--- config.mk ---
export PLATFORM = sky130hd
export DESIGN_NAME = grouped_irq_ctrl
export DESIGN_NICKNAME = d
export VERILOG_FILES = /design/src/rtl/intc_pkg.sv /design/src/rtl/intc_edge.sv /design/src/rtl/intc_group.sv /design/src/rtl/intc_regbus.sv /design/src/rtl/grouped_irq_ctrl.sv
export SDC_FILE = /design/constraint.sdc
export NUM_CORES = 1
export LEC_CHECK = 0
export BUFFER_PORTS_ARGS = -buffer_cell sky130_fd_sc_hd__buf_2
export CORE_UTILIZATION = 40
export CTS_BUF_LIST = sky130_fd_sc_hd__clkbuf_4
export CTS_CLUSTER_SIZE = 10
export DETAILED_ROUTE_END_ITERATION = 10
export HOLD_SLACK_MARGIN = 0.15
export PLACE_DENSITY_LB_ADDON = 0.1
export REMOVE_ABC_BUFFERS = 1
export SLEW_MARGIN = 10
export SYNTH_ARGS = -nofsm -noshare
export SYNTH_HDL_FRONTEND = slang
export SYNTH_SLANG_ARGS = --single-unit
--- constraint.sdc ---
create_clock -name clk -period 2.2 [get_ports clk]
set_input_delay 0.11 -clock clk [delete_from_list [all_inputs] [get_ports clk]]
set_output_delay 0.11 -clock clk [all_outputs]
set_load 0.005 [all_outputs]
--- src/rtl/intc_pkg.sv ---
package intc_pkg;
  localparam int NUM_GRP     = 4;
  localparam int SRC_PER_GRP = 4;
  localparam int ADDR_W      = 8;
  localparam int DATA_W      = 8;
  localparam int GRP_BASE    = 'h30;
  localparam int GRP_STRIDE  = 'h10;
  localparam int FLAG_OFS    = 'h0;
  localparam int EN_OFS      = 'h4;
  localparam int EN_MODE_BIT = 7;

  function automatic int reg_addr(int grp, int ofs);
    return GRP_BASE + grp * GRP_STRIDE + ofs;
  endfunction
endpackage

--- src/rtl/intc_edge.sv ---
module intc_edge #(
  parameter int W = 16
) (
  input  logic         clk,
  input  logic         rst_n,
  input  logic [W-1:0] src_i,
  output logic [W-1:0] rise_o
);
  logic [W-1:0] src_q;

  always_ff @(posedge clk or negedge rst_n) begin
    if (!rst_n) src_q <= '0;
    else        src_q <= src_i;
  end

  for (genvar i = 0; i < W; i++) begin : g_bit
    assign rise_o[i] = src_i[i] & ~src_q[i];
  end
endmodule

--- src/rtl/intc_group.sv ---
module intc_group #(
  parameter int N       = 4,
  parameter int DATA_W  = 8,
  parameter int MODE_BT = 7
) (
  input  logic              clk,
  input  logic              rst_n,
  input  logic [N-1:0]      rise_i,
  input  logic              flag_wr_i,
  input  logic              en_wr_i,
  input  logic [DATA_W-1:0] wdata_i,
  output logic [N-1:0]      flag_o,
  output logic [N-1:0]      en_o,
  output logic              irq_o
);
  logic [N-1:0] flag_q, en_q, clr_mask, bits;

  assign bits     = wdata_i[N-1:0];
  assign clr_mask = flag_wr_i ? bits : '0;

  always_ff @(posedge clk or negedge rst_n) begin
    if (!rst_n) flag_q <= '0;
    else        flag_q <= (flag_q & ~clr_mask) | rise_i;
  end

  always_ff @(posedge clk or negedge rst_n) begin
    if (!rst_n) en_q <= '0;
    else if (en_wr_i) begin
      if (wdata_i[MODE_BT]) en_q <= en_q | bits;
      else                  en_q <= en_q & ~bits;
    end
  end

  assign flag_o = flag_q;
  assign en_o   = en_q;
  assign irq_o  = |(flag_q & en_q);

  p_w1c_r3: assert property (@(posedge clk) disable iff (!rst_n)
    (flag_wr_i && rise_i == '0) |=> ((flag_q & $past(wdata_i[N-1:0])) == '0));

  p_set_wins_r4: assert property (@(posedge clk) disable iff (!rst_n)
    (rise_i != '0) |=> ((flag_q & $past(rise_i)) == $past(rise_i)));

  p_en_set_r5: assert property (@(posedge clk) disable iff (!rst_n)
    (en_wr_i && wdata_i[MODE_BT]) |=>
      ((en_q & $past(wdata_i[N-1:0])) == $past(wdata_i[N-1:0])));

  p_en_clr_r6: assert property (@(posedge clk) disable iff (!rst_n)
    (en_wr_i && !wdata_i[MODE_BT]) |=> ((en_q & $past(wdata_i[N-1:0])) == '0));

  p_en_keep_r5: assert property (@(posedge clk) disable iff (!rst_n)
    !en_wr_i |=> $stable(en_q));
endmodule

--- src/rtl/intc_regbus.sv ---
module intc_regbus
  import intc_pkg::*;
#(
  parameter int G = NUM_GRP,
  parameter int N = SRC_PER_GRP
) (
  input  logic              clk,
  input  logic              rst_n,
  input  logic [ADDR_W-1:0] addr_i,
  input  logic              wr_en_i,
  input  logic              rd_en_i,
  input  logic [G*N-1:0]    flags_i,
  input  logic [G*N-1:0]    ens_i,
  output logic [G-1:0]      flag_wr_o,
  output logic [G-1:0]      en_wr_o,
  output logic [DATA_W-1:0] rdata_o
);
  localparam int PAD = DATA_W - N;

  logic [G-1:0]      flag_sel, en_sel;
  logic [DATA_W-1:0] rd_mux, rd_q;

  for (genvar g = 0; g < G; g++) begin : g_dec
    localparam logic [ADDR_W-1:0] FA = ADDR_W'(reg_addr(g, FLAG_OFS));
    localparam logic [ADDR_W-1:0] EA = ADDR_W'(reg_addr(g, EN_OFS));
    assign flag_sel[g]  = (addr_i == FA);
    assign en_sel[g]    = (addr_i == EA);
    assign flag_wr_o[g] = wr_en_i & flag_sel[g];
    assign en_wr_o[g]   = wr_en_i & en_sel[g];
  end

  always_comb begin
    rd_mux = '0;
    for (int g = 0; g < G; g++) begin
      if (flag_sel[g]) rd_mux = rd_mux | {{PAD{1'b0}}, flags_i[g*N +: N]};
      if (en_sel[g]) begin
        rd_mux = rd_mux | {{PAD{1'b0}}, ens_i[g*N +: N]};
        rd_mux[EN_MODE_BIT] = 1'b1;
      end
    end
  end

  always_ff @(posedge clk or negedge rst_n) begin
    if (!rst_n)       rd_q <= '0;
    else if (rd_en_i) rd_q <= rd_mux;
  end

  assign rdata_o = rd_q;

  p_one_sel_r9: assert property (@(posedge clk) disable iff (!rst_n)
    $onehot0({flag_sel, en_sel}));

  p_hold_r10: assert property (@(posedge clk) disable iff (!rst_n)
    !rd_en_i |=> $stable(rdata_o));

  p_pad_r7: assert property (@(posedge clk) disable iff (!rst_n)
    rdata_o[6:4] == 3'b000);
endmodule

--- src/rtl/grouped_irq_ctrl.sv ---
module grouped_irq_ctrl
  import intc_pkg::*;
#(
  parameter int G = NUM_GRP,
  parameter int N = SRC_PER_GRP
) (
  input  logic              clk,
  input  logic              rst_n,
  input  logic [ADDR_W-1:0] addr_i,
  input  logic              wr_en_i,
  input  logic              rd_en_i,
  input  logic [DATA_W-1:0] wdata_i,
  output logic [DATA_W-1:0] rdata_o,
  input  logic [G*N-1:0]    src_i,
  output logic [G-1:0]      irq_o
);
  localparam int NSRC = G * N;

  logic [NSRC-1:0] rise, flags, ens;
  logic [G-1:0]    flag_wr, en_wr;

  intc_edge #(.W(NSRC)) u_edge (
    .clk(clk), .rst_n(rst_n), .src_i(src_i), .rise_o(rise)
  );

  intc_regbus #(.G(G), .N(N)) u_bus (
    .clk(clk), .rst_n(rst_n), .addr_i(addr_i), .wr_en_i(wr_en_i),
    .rd_en_i(rd_en_i), .flags_i(flags), .ens_i(ens),
    .flag_wr_o(flag_wr), .en_wr_o(en_wr), .rdata_o(rdata_o)
  );

  for (genvar g = 0; g < G; g++) begin : g_grp
    intc_group #(.N(N), .DATA_W(DATA_W), .MODE_BT(EN_MODE_BIT)) u_grp (
      .clk(clk), .rst_n(rst_n),
      .rise_i(rise[g*N +: N]),
      .flag_wr_i(flag_wr[g]), .en_wr_i(en_wr[g]), .wdata_i(wdata_i),
      .flag_o(flags[g*N +: N]), .en_o(ens[g*N +: N]), .irq_o(irq_o[g])
    );
  end

  p_quiet_r8: assert property (@(posedge clk) disable iff (!rst_n)
    (ens == '0) |-> (irq_o == '0));

  p_no_src_r8: assert property (@(posedge clk) disable iff (!rst_n)
    (flags == '0) |-> (irq_o == '0));
endmodule

==> results of run 1 <==
## cells in the mapped netlist (all sizes together)
cell     instances  share of area
a211oi           1         0.0030
a21oi            2         0.0040
a221oi           1         0.0035
a22oi            8          0.024
a311oi           1         0.0035
a41oi            2         0.0070
buf              8          0.023
clkbuf           6         0.0090
conb             1         0.0015
dfrtp           53           0.53
inv             22          0.033
mux2            18          0.087
mux2i            6          0.024
mux4             1         0.0090
nand2           26          0.039
nand2b           1         0.0025
nand3            5          0.010
nand3b           6          0.018
nand4bb          3          0.014
nor2             5         0.0075
nor2b            2         0.0050
nor3             5          0.021
nor4b            1         0.0035
o21ai           39          0.078
o22ai            3         0.0075
o2bb2ai          1         0.0035
o31ai            1         0.0030
o32ai            1         0.0035
o41ai            1         0.0035
or4b             2          0.011
xor2             1         0.0035
## path summary, 6_finish.rpt
| kind | start | end | cells after the start |
|---|---|---|---|
| min in group asynchronous | rst_n | u_edge.src_q[14] | 3 |
| min | wdata_i[7] | flip-flop | 2 |
| max in group asynchronous | rst_n | async pin | 3 |
| min reg2reg | u_edge.src_q[15] | g_grp[3].u_grp.flag_o[3] | 1 |
| max | addr_i[1] | flip-flop | 6 |
| max reg2reg | g_grp[1].u_grp.flag_o[2] | u_bus.rdata_o[2] | 3 |
## worst reg2reg max path, delay by kind of cell, from the launching register on
family	cells	cell delay (ps)
multiplexers	1	280
flip-flops	1	430
AO/OA/AOI/OAI	2	490
## cell usage in the layout, fill, tap and decap left out, drive strengths merged, types with 3 or more instances in the layout
cell type,Yosys,layout
mux2i,6,6
mux2,18,18
nand2,26,26
a22oi,8,8
o22ai,3,3
dfrtp,53,53
inv,22,22
nor3,5,5
nor2,5,5
clkbuf,6,6
nand4bb,3,3
buf,8,46
nand3b,6,6
dlygate4sd3,0,27
nand3,5,5
o21ai,39,39
conb,1,3
## area by class of cell
class | instances | area, µm² | share of cell area
Sequential cell | 53 | 1330 | 0.430
Clock inverter | 2 | 15.0 | 0.00487
Clock buffer | 6 | 45.0 | 0.0146
Timing Repair Buffer | 73 | 513 | 0.166
Multi-Input combinational cell | 146 | 1010 | 0.327
Inverter | 22 | 82.6 | 0.0268
Tap cell | 75 | 93.8 | 0.0304
## metrics by stage
step / hold slack [ps] / setup WS (ps)
floorplan: -186 / 806
global placement: 231 / 483
detailed placement: 233 / 504
CTS: 236 / 385
global route: 251 / 277
finish: 257 / 366
## metal layers
layer | wire length (µm) | global-route usage
met2 | 2630 | 0.308
met5 | 0 | 0
met3 | 299 | 0.0270
met1 | 2840 | 0.273
met4 | 73 | 0.0714
## power groups by stage
stage / registers (mW) / clock network [mW] / logic, mW
6_report: 1.01 / 0.440 / 0.211
5_1_grt: 1.02 / 0.493 / 0.235
4_1_cts: 1.01 / 0.468 / 0.213
3_5_place_dp: 1.03 / 0 / 0.176
3_3_place_gp: 1.03 / 0 / 0.175
2_1_floorplan: 1.03 / 0 / 0.0669
## logic make-up after synthesis
group / Yosys count / synth area share
AO/OA/AOI/OAI: 61 / 0.145
AND/OR/NAND/NOR: 56 / 0.131
flip-flops: 53 / 0.533
buffers and inverters: 36 / 0.0654
multiplexers: 25 / 0.121
XOR/XNOR: 1 / 0.00352
other: 1 / 0.00151
## what timing repair did
action | CTS | global route
setup buffers | 0 | 0
hold buffers | 27 | 0
gates resized for setup | 0 | 0
hold endpoints to repair | 106 | 0
==> flow_summary.yaml, run 1 <==
finish:
  areaGrowthSynthToFinish_pct: 23.9
  nets: 337
  fillers: 587
  final_util: 0.518
  instances_no_fill: 377
  antennaDiodeCount: 0
  drive_above_1_share: 0.262
  fin_area_um2: 3080
logic_synthesis:
  synth_warnings: 0
  postSynthAreaPerCell_um2: 10.7
  syn_inst: 233
  yosys_register_bits: 53
  seq_area_frac_synth: 0.533
  syn_area_um2: 2490
  synth.distinct_cells: 35
pwr:
  seqPwrFrac: 0.609
  finalPower_mw: 1.66
  p_comb_frac: 0.127
  power.share.clock: 0.264
  leakagePower_nw: 1.40
  p_int_mw: 1.24
  switching_share: 0.255
  power_density_nw_per_um2: 540
  irDropWorstVdd_v: 0.000317
  switchingPower_mw: 0.425
clocking:
  clkSlewWorstSetupHoldPaths_ps: 150
  cts.sinks: 53
  clockBufferDepth: 2
  numCtsBuffers: 5
  clk_latency_ps: 370
  cts-root-buf: "clkbuf_4"
  cts_tree: "built"
  htreeDepth: 2
detailed_routing:
  via_count: 1971
  vias_per_cell: 5.23
  wl_per_cell_um: 15.5
  first_pass_iters: 4
  drtIter0Drc: 151
  ant_nets: 0
  drcViolationCount: 0
  routed_wl_um: 5840
global_route:
  grt_pass1_wl_um: 9420
  groute.usage.overall: 0.195
  grt_overflow: 0
  grt_pass1_vias: 1873
  grt_antenna_before_repair: 0
  grt_start_max_net_pins: 54
placed_design:
  numPortBuffers: 41
  place_inst: 342
  dp_hpwl_um: 4030
  gp_congestion: 0.787
  place_area_um2: 2750
timing:
  finClkSkew_ps: 11.1
  period_share: 0.834
  fmax_ghz: 0.545
  rsz0062_at_grt: "false"
  hold_violations: 0
  setup_viol: 0
  finalMaxSlewViolations: 0
  slew_headroom: 0.549
  tightest_slew_ps: 676
  finalCriticalPeriod_ps: 1830
  setup_tns_ps: 0
setup_path:
  worst-path-max-fanout: 4
  worstPathRequired_ps: 2470
  crit_family: "simple AND/OR/NAND/NOR gates"
  worst_path_largest_cell_delay_ps: 590
  arrival_ps: 2100
  critPathCaptureType: "flip-flop"
  ff2ff_setup_slack_ps: 890
  critPathKind: "input port to flip-flop"
  crit_slowest_cell: "or4b_4"
  cp-start-kind: "input port"
  crit_path_cell_trace: "dlygate4sd3_1, buf_2, or4b_4, nor3_2, nand2_1, mux2_2"
  path_buf_inv: 2
floorplan:
  core_area_um2: 5960
  rows: 28
  die_area_um2: 6540
  floorplan.initialDensity: 0.418
  dieHeight_um: 80.9
  io_pins: 48
  dieWidth_um: 80.9
outcome:
  status: "complete, no violations"
hold_path:
  min_path_type: "input port to flip-flop"
job:
  cap_violations: 0
No activity file was read; power rests on OpenSTA's default activity.
==> run 2: changes to the inputs <==
--- a/config.mk
+++ b/config.mk
@@ -5,6 +5,7 @@
 export SDC_FILE = /design/constraint.sdc
 export NUM_CORES = 1
 export LEC_CHECK = 0
+export ABC_AREA = 1
 export BUFFER_PORTS_ARGS = -buffer_cell sky130_fd_sc_hd__buf_2
 export CORE_UTILIZATION = 40
 export CTS_BUF_LIST = sky130_fd_sc_hd__clkbuf_4
==> constraint.sdc (replaced) <==
create_clock -name clk -period 1.72 [get_ports clk]
set_input_delay 0.086 -clock clk [delete_from_list [all_inputs] [get_ports clk]]
set_output_delay 0.086 -clock clk [all_outputs]
set_load 0.005 [all_outputs]
==> run 2 against run 1 <==
  * Clock skew is 4.5 ps lower
  * Synthesized cell count is 29% higher
  * Worst hold slack worse by 52 ps
  * Count of clock-buffer cells in the layout stayed put
  * Setup slack better by 160 ps
  * Die area is 0.30% higher
==> flow_summary.yaml, run 2 <==
outcome:
  status: "complete, no violations"
logic_synthesis:
  synthTopCellsByCount: "nand2_1, dfrtp_1, nand3_1"
  yosysMostFrequentCell: "nand2_1"
  synth_top_area_share: 0.531
  syn_area_um2: 2500
  synthArstFlopShare: 1.00
  synth_warnings: 0
  yosys_register_bits: 53
  synth_top_area_cell: "dfrtp_1"
  synth.distinct_cells: 19
  seq_area_frac_synth: 0.531
  postSynthAreaPerCell_um2: 8.32
  synthFlopType: "dfrtp_1"
  syn_inst: 300
  synth.area.top_cells: "dfrtp_1, nand2_1, nand3_1, o21ai_0, inv_1"
  synth_edf_count: 0
clocking:
  cts.sinks: 53
  clkSlewWorstSetupHoldPaths_ps: 140
  cts_tree: "built"
  clk_latency_ps: 370
  postCtsSetupRepairBufs: 0
  htreeDepth: 2
  numCtsBuffers: 5
  cts-root-buf: "clkbuf_4"
  post_cts_resized: 0
  clockBufferDepth: 2
pwr:
  irDropWorstVdd_v: 0.000338
  power_density_nw_per_um2: 675
  leakagePower_nw: 1.49
  finalPower_mw: 2.05
floorplan:
  rows: 28
  die_area_um2: 6560
  floorplan.initialDensity: 0.419
  io_pins: 48
  dieHeight_um: 81.0
  core_area_um2: 5960
  dieWidth_um: 81.0
finish:
  fillers: 606
  antennaDiodeCount: 0
  final_common_cell: "nand2_1"
  final_util: 0.511
  nets: 401
  drive_above_1_share: 0.184
  area.sequential_um2: 1330
  areaGrowthSynthToFinish_pct: 21.9
  final_cell_mix: "nand2_1, dfrtp_1, buf_2"
  multi_input_area_um2: 976
detailed_routing:
  first_pass_iters: 4
  routed_wl_um: 5550
  vias_per_cell: 4.70
  drcViolationCount: 0
  drtIter0Drc: 92
  via_count: 2068
  wl_per_cell_um: 12.6
  ant_nets: 0
setup_path:
  critPathCaptureType: "primary output"
  arrival_ps: 1110
  worst_path_largest_cell_delay_ps: 430
  crit_path_cell_trace: "nand2_1, nand4_1, buf_2"
  critPathKind: "flip-flop to primary output"
  crit_slowest_cell: "dfrtp_1"
  crit_family: "flip-flops"
  worstPathRequired_ps: 1630
  worst-path-max-fanout: 3
  cp-start-kind: "flip-flop"
  path_buf_inv: 1
timing:
  finClkSkew_ps: 6.61
  tightest_slew_ps: 527
  fin_hold_ws_ps: 206
  hold_violations: 0
  period_share: 0.697
  fmax_ghz: 0.834
  finalMaxSlewViolations: 0
  setup_viol: 0
  setup_tns_ps: 0
  finalCriticalPeriod_ps: 1200
  rsz0062_at_grt: "false"
  slew_headroom: 0.649
global_route:
  grt_pass1_vias: 1971
  grt_antenna_before_repair: 0
  grt_start_max_net_pins: 32
  grt_pass1_wl_um: 9360
  grt_overflow: 0
  groute.usage.overall: 0.194
placed_design:
  dp_hpwl_um: 4010
  gp_congestion: 0.761
  numPortBuffers: 41
job:
  cap_violations: 0
hold_path:
  min_path_type: "input port to async pin"
run 2: changes by cell type in the layout (fill, tap and decap cells not counted), moves of 5 or more:
cell      before  now
a22oi_1        8    0
inv_1         22   29
mux2_2        14    0
mux2i_1        6    0
nand2_1       26   91
nand3_1        5   35
nand3b_1       6    0
nand4_1        0    5
nor2_4         0    8
o21ai_0       39   30
o21ai_1        0   18
run 2: per-stage QoR:
step                      std cells  cell area [µm²]  worst slack [ps]
after floorplan                 290             2420               272
after global placement          409             2750               482
after detailed placement        409             2750               426
after CTS                       440             3040               498
after global routing            440             3040               442
final                           440             3040               521
run 2: timing repair:
action                                  4_1_cts  5_1_grt
endpoints found under the setup margin        0        0
endpoints found under the hold margin       106        0
hold buffers                                 24        0
run 2: cell type report:
type / instances / share of cell area
inverter: 31 / 0.0383
clock inverter: 1 / 0.00123
multi-input combinational: 206 / 0.321
tap: 75 / 0.0309
timing repair buffer: 68 / 0.158
clock buffer: 6 / 0.0148
sequential: 53 / 0.436
run 2: worst paths after layout:
check                                 from                       end  slack [ps]  cells after the start
hold / removal                       rst_n           u_edge.src_q[6]         210                      2
setup reg to reg                 flip-flop          u_bus.rdata_o[1]         700                      6
max in group asynchronous            rst_n                 async pin         960                      3
hold reg to reg            u_edge.src_q[1]  g_grp[0].u_grp.flag_o[1]         420                      1
min in group clk                 addr_i[4]                 flip-flop         280                      7
setup / recovery                 flip-flop                  irq_o[1]         520                      3
run 2: where the power goes:
part / internal [mW] / switching [mW] / total [mW]
combinational: 0.0987 / 0.129 / 0.228
clock: 0.165 / 0.368 / 0.533
sequential: 1.28 / 0.0148 / 1.29
run 2: metal layers:
layer,GRT usage,vias to the layer above,part of all wire
li1,-,1086,-
met1,0.271,920,0.51
met2,0.303,54,0.42
met3,0.0427,8,0.054
met4,0.0536,0,0.011
met5,0,-,0
run 2: kinds of logic after synthesis:
kind of cell | count (synthesis) | share of synthesized area
buffers and inverters | 43 | 0.0807
and+or+nand+nor | 155 | 0.290
other | 1 | 0.00150
AOI/OAI and AO/OA | 48 | 0.0962
DFF | 53 | 0.531
==> run 3: changes to the inputs <==
==> constraint.sdc (replaced) <==
create_clock -name clk -period 1.1 [get_ports clk]
set_input_delay 0.055 -clock clk [delete_from_list [all_inputs] [get_ports clk]]
set_output_delay 0.055 -clock clk [all_outputs]
set_load 0.005 [all_outputs]
==> run 3 against run 2 <==
  * The run now ends with negative setup slack left
  * Wire length is 15% higher
  * Final cell count up 8.9%
  * Clock power up 66%
  * Core utilization rose by 7.5 points
  * Die area did not move
  * Sequential power increased by 57%
  * Combinational power rose by 91%
  * Design area grew 15%
  * Sequential cell count did not move
==> flow_summary.yaml, run 3 (synthesis results as in run 2) <==
timing:
  fmax_ghz: 0.840
  hold_violations: 0
  finalMaxSlewViolations: 0
  setup_tns_ps: -308
  period_share: 1.08
  finalCriticalPeriod_ps: 1190
  fin_hold_ws_ps: 167
  finClkSkew_ps: 12.1
  rsz0062_at_grt: "true"
  setup_viol: 4
  setup_slack_ps: -90.6
outcome:
  violations: "negative setup slack"
  status: "complete, but fails checks"
finish:
  drive_above_1_share: 0.312
  antennaDiodeCount: 0
  final_cell_mix: "nand2_1, dfrtp_1, buf_2"
  areaGrowthSynthToFinish_pct: 39.8
  fin_area_um2: 3490
  final_common_cell: "nand2_1"
  nets: 439
floorplan:
  die_area_um2: 6560
  dieWidth_um: 81.0
  rows: 28
  dieHeight_um: 81.0
  io_pins: 48
  core_area_um2: 5960
  floorplan.initialDensity: 0.419
detailed_routing:
  drtIter0Drc: 64
  vias_per_cell: 4.72
  first_pass_iters: 4
  routed_wl_um: 6380
  drcViolationCount: 0
  wl_per_cell_um: 13.3
  via_count: 2262
  ant_nets: 0
clocking:
  clk_latency_ps: 400
  clkSlewWorstSetupHoldPaths_ps: 160
  htreeDepth: 2
  cts.sinks: 53
  clockBufferDepth: 2
  cts_tree: "built"
  numCtsBuffers: 5
  cts-root-buf: "clkbuf_4"
pwr:
  switching_share: 0.268
  power_density_nw_per_um2: 957
  p_comb_frac: 0.130
  leakagePower_nw: 1.70
  switchingPower_mw: 0.894
  power.share.clock: 0.265
  irDropWorstVdd_v: 0.000652
  seqPwrFrac: 0.605
  p_int_mw: 2.44
  finalPower_mw: 3.34
global_route:
  grt_pass1_vias: 2245
  grt_pass1_wl_um: 10300
  groute.usage.overall: 0.214
  grt_start_max_net_pins: 54
  grt_antenna_before_repair: 0
  grt_overflow: 0
placed_design:
  numPortBuffers: 41
  place_area_um2: 2880
  gp_congestion: 0.795
  dp_hpwl_um: 4280
setup_path:
  worst-path-max-fanout: 2
  critPathCaptureType: "primary output"
  cp-start-kind: "flip-flop"
  critPathKind: "flip-flop to primary output"
  worstPathRequired_ps: 1040
  arrival_ps: 1140
job:
  cap_violations: 0
hold_path:
  min_path_type: "input port to async pin"
[run 3: changes by cell type in the layout (fill, tap and decap cells not counted), moves of 2 or more]
| cell | delta |
|---|---|
| clkinvlp_4 | +2 |
| nor2_1 | -3 |
| buf_12 | +4 |
| nand2_2 | +6 |
| nand3_1 | -9 |
| nand2_1 | -6 |
| nor2_2 | +3 |
| buf_6 | +7 |
| nand3_2 | +8 |
| clkinv_2 | +2 |
| buf_4 | +28 |
[run 3: worst paths after layout]
path	start	end	slack [ps]	cells past startpoint
worst min register to register	u_edge.src_q[0]	g_grp[0].u_grp.flag_o[0]	420	1
min in group clk	addr_i[5]	flip-flop	200	7
worst max-delay path	flip-flop	irq_o[0]	-90	3
worst max register to register	flip-flop	u_bus.rdata_o[1]	20	7
worst min-delay path	rst_n	u_bus.rdata_o[7]	170	3
max in group asynchronous	rst_n	g_grp[0].u_grp.flag_o[0]	700	3
[run 3: per-stage QoR]
step | worst slack [ps] | util | cells
after CTS | -75.7 | 0.565 | 476
after floorplan | -317 | - | 290
final | -90.6 | 0.586 | 479
after global routing | -146 | 0.586 | 479
after detailed placement | -97.0 | 0.483 | 419
after global placement | -64.5 | 0.483 | 419
[run 3: layout make-up]
class                      count  area [µm²]
clock buffer                   5        37.5
clock inverter                 3        17.5
fill                         580        2460
inverter                      31         120
multi-input combinational    206        1050
sequential                    53        1330
tap                           75        93.8
timing repair buffer         106         845
[run 3: worst max-delay path, stage by stage (launching register included)]
cell,delay [ps]
dfrtp_1,430
nand2_1,80
nand4_1,100
buf_2,140
[run 3: power groups by stage]
| stage | combinational [mW] | clock (mW) | sequential [mW] |
|---|---|---|---|
| finish | 0.435 | 0.885 | 2.02 |
| floorplan | 0.115 | 0 | 2.05 |
| detailed placement | 0.324 | 0 | 2.06 |
| global route | 0.486 | 0.954 | 2.03 |
| global placement | 0.322 | 0 | 2.06 |
| CTS | 0.419 | 0.901 | 2.02 |
[run 3: repair_timing]
| item | CTS | global route |
|---|---|---|
| gates resized for setup | 1 | 28 |
| endpoints found under the setup margin | 4 | 22 |
| buffers inserted | 25 | 3 |
| pin swaps | 6 | 28 |
| hold endpoints to repair | 106 | 0 |
| hold buffers | 24 | 0 |
[run 3: metal layers]
layer / global-route usage / vias to the layer above / share of wire
li1: - / 1164 / -
met1: 0.279 / 1007 / 0.47
met2: 0.347 / 82 / 0.45
met3: 0.0449 / 9 / 0.058
met4: 0.0857 / 0 / 0.023
met5: 0 / - / 0
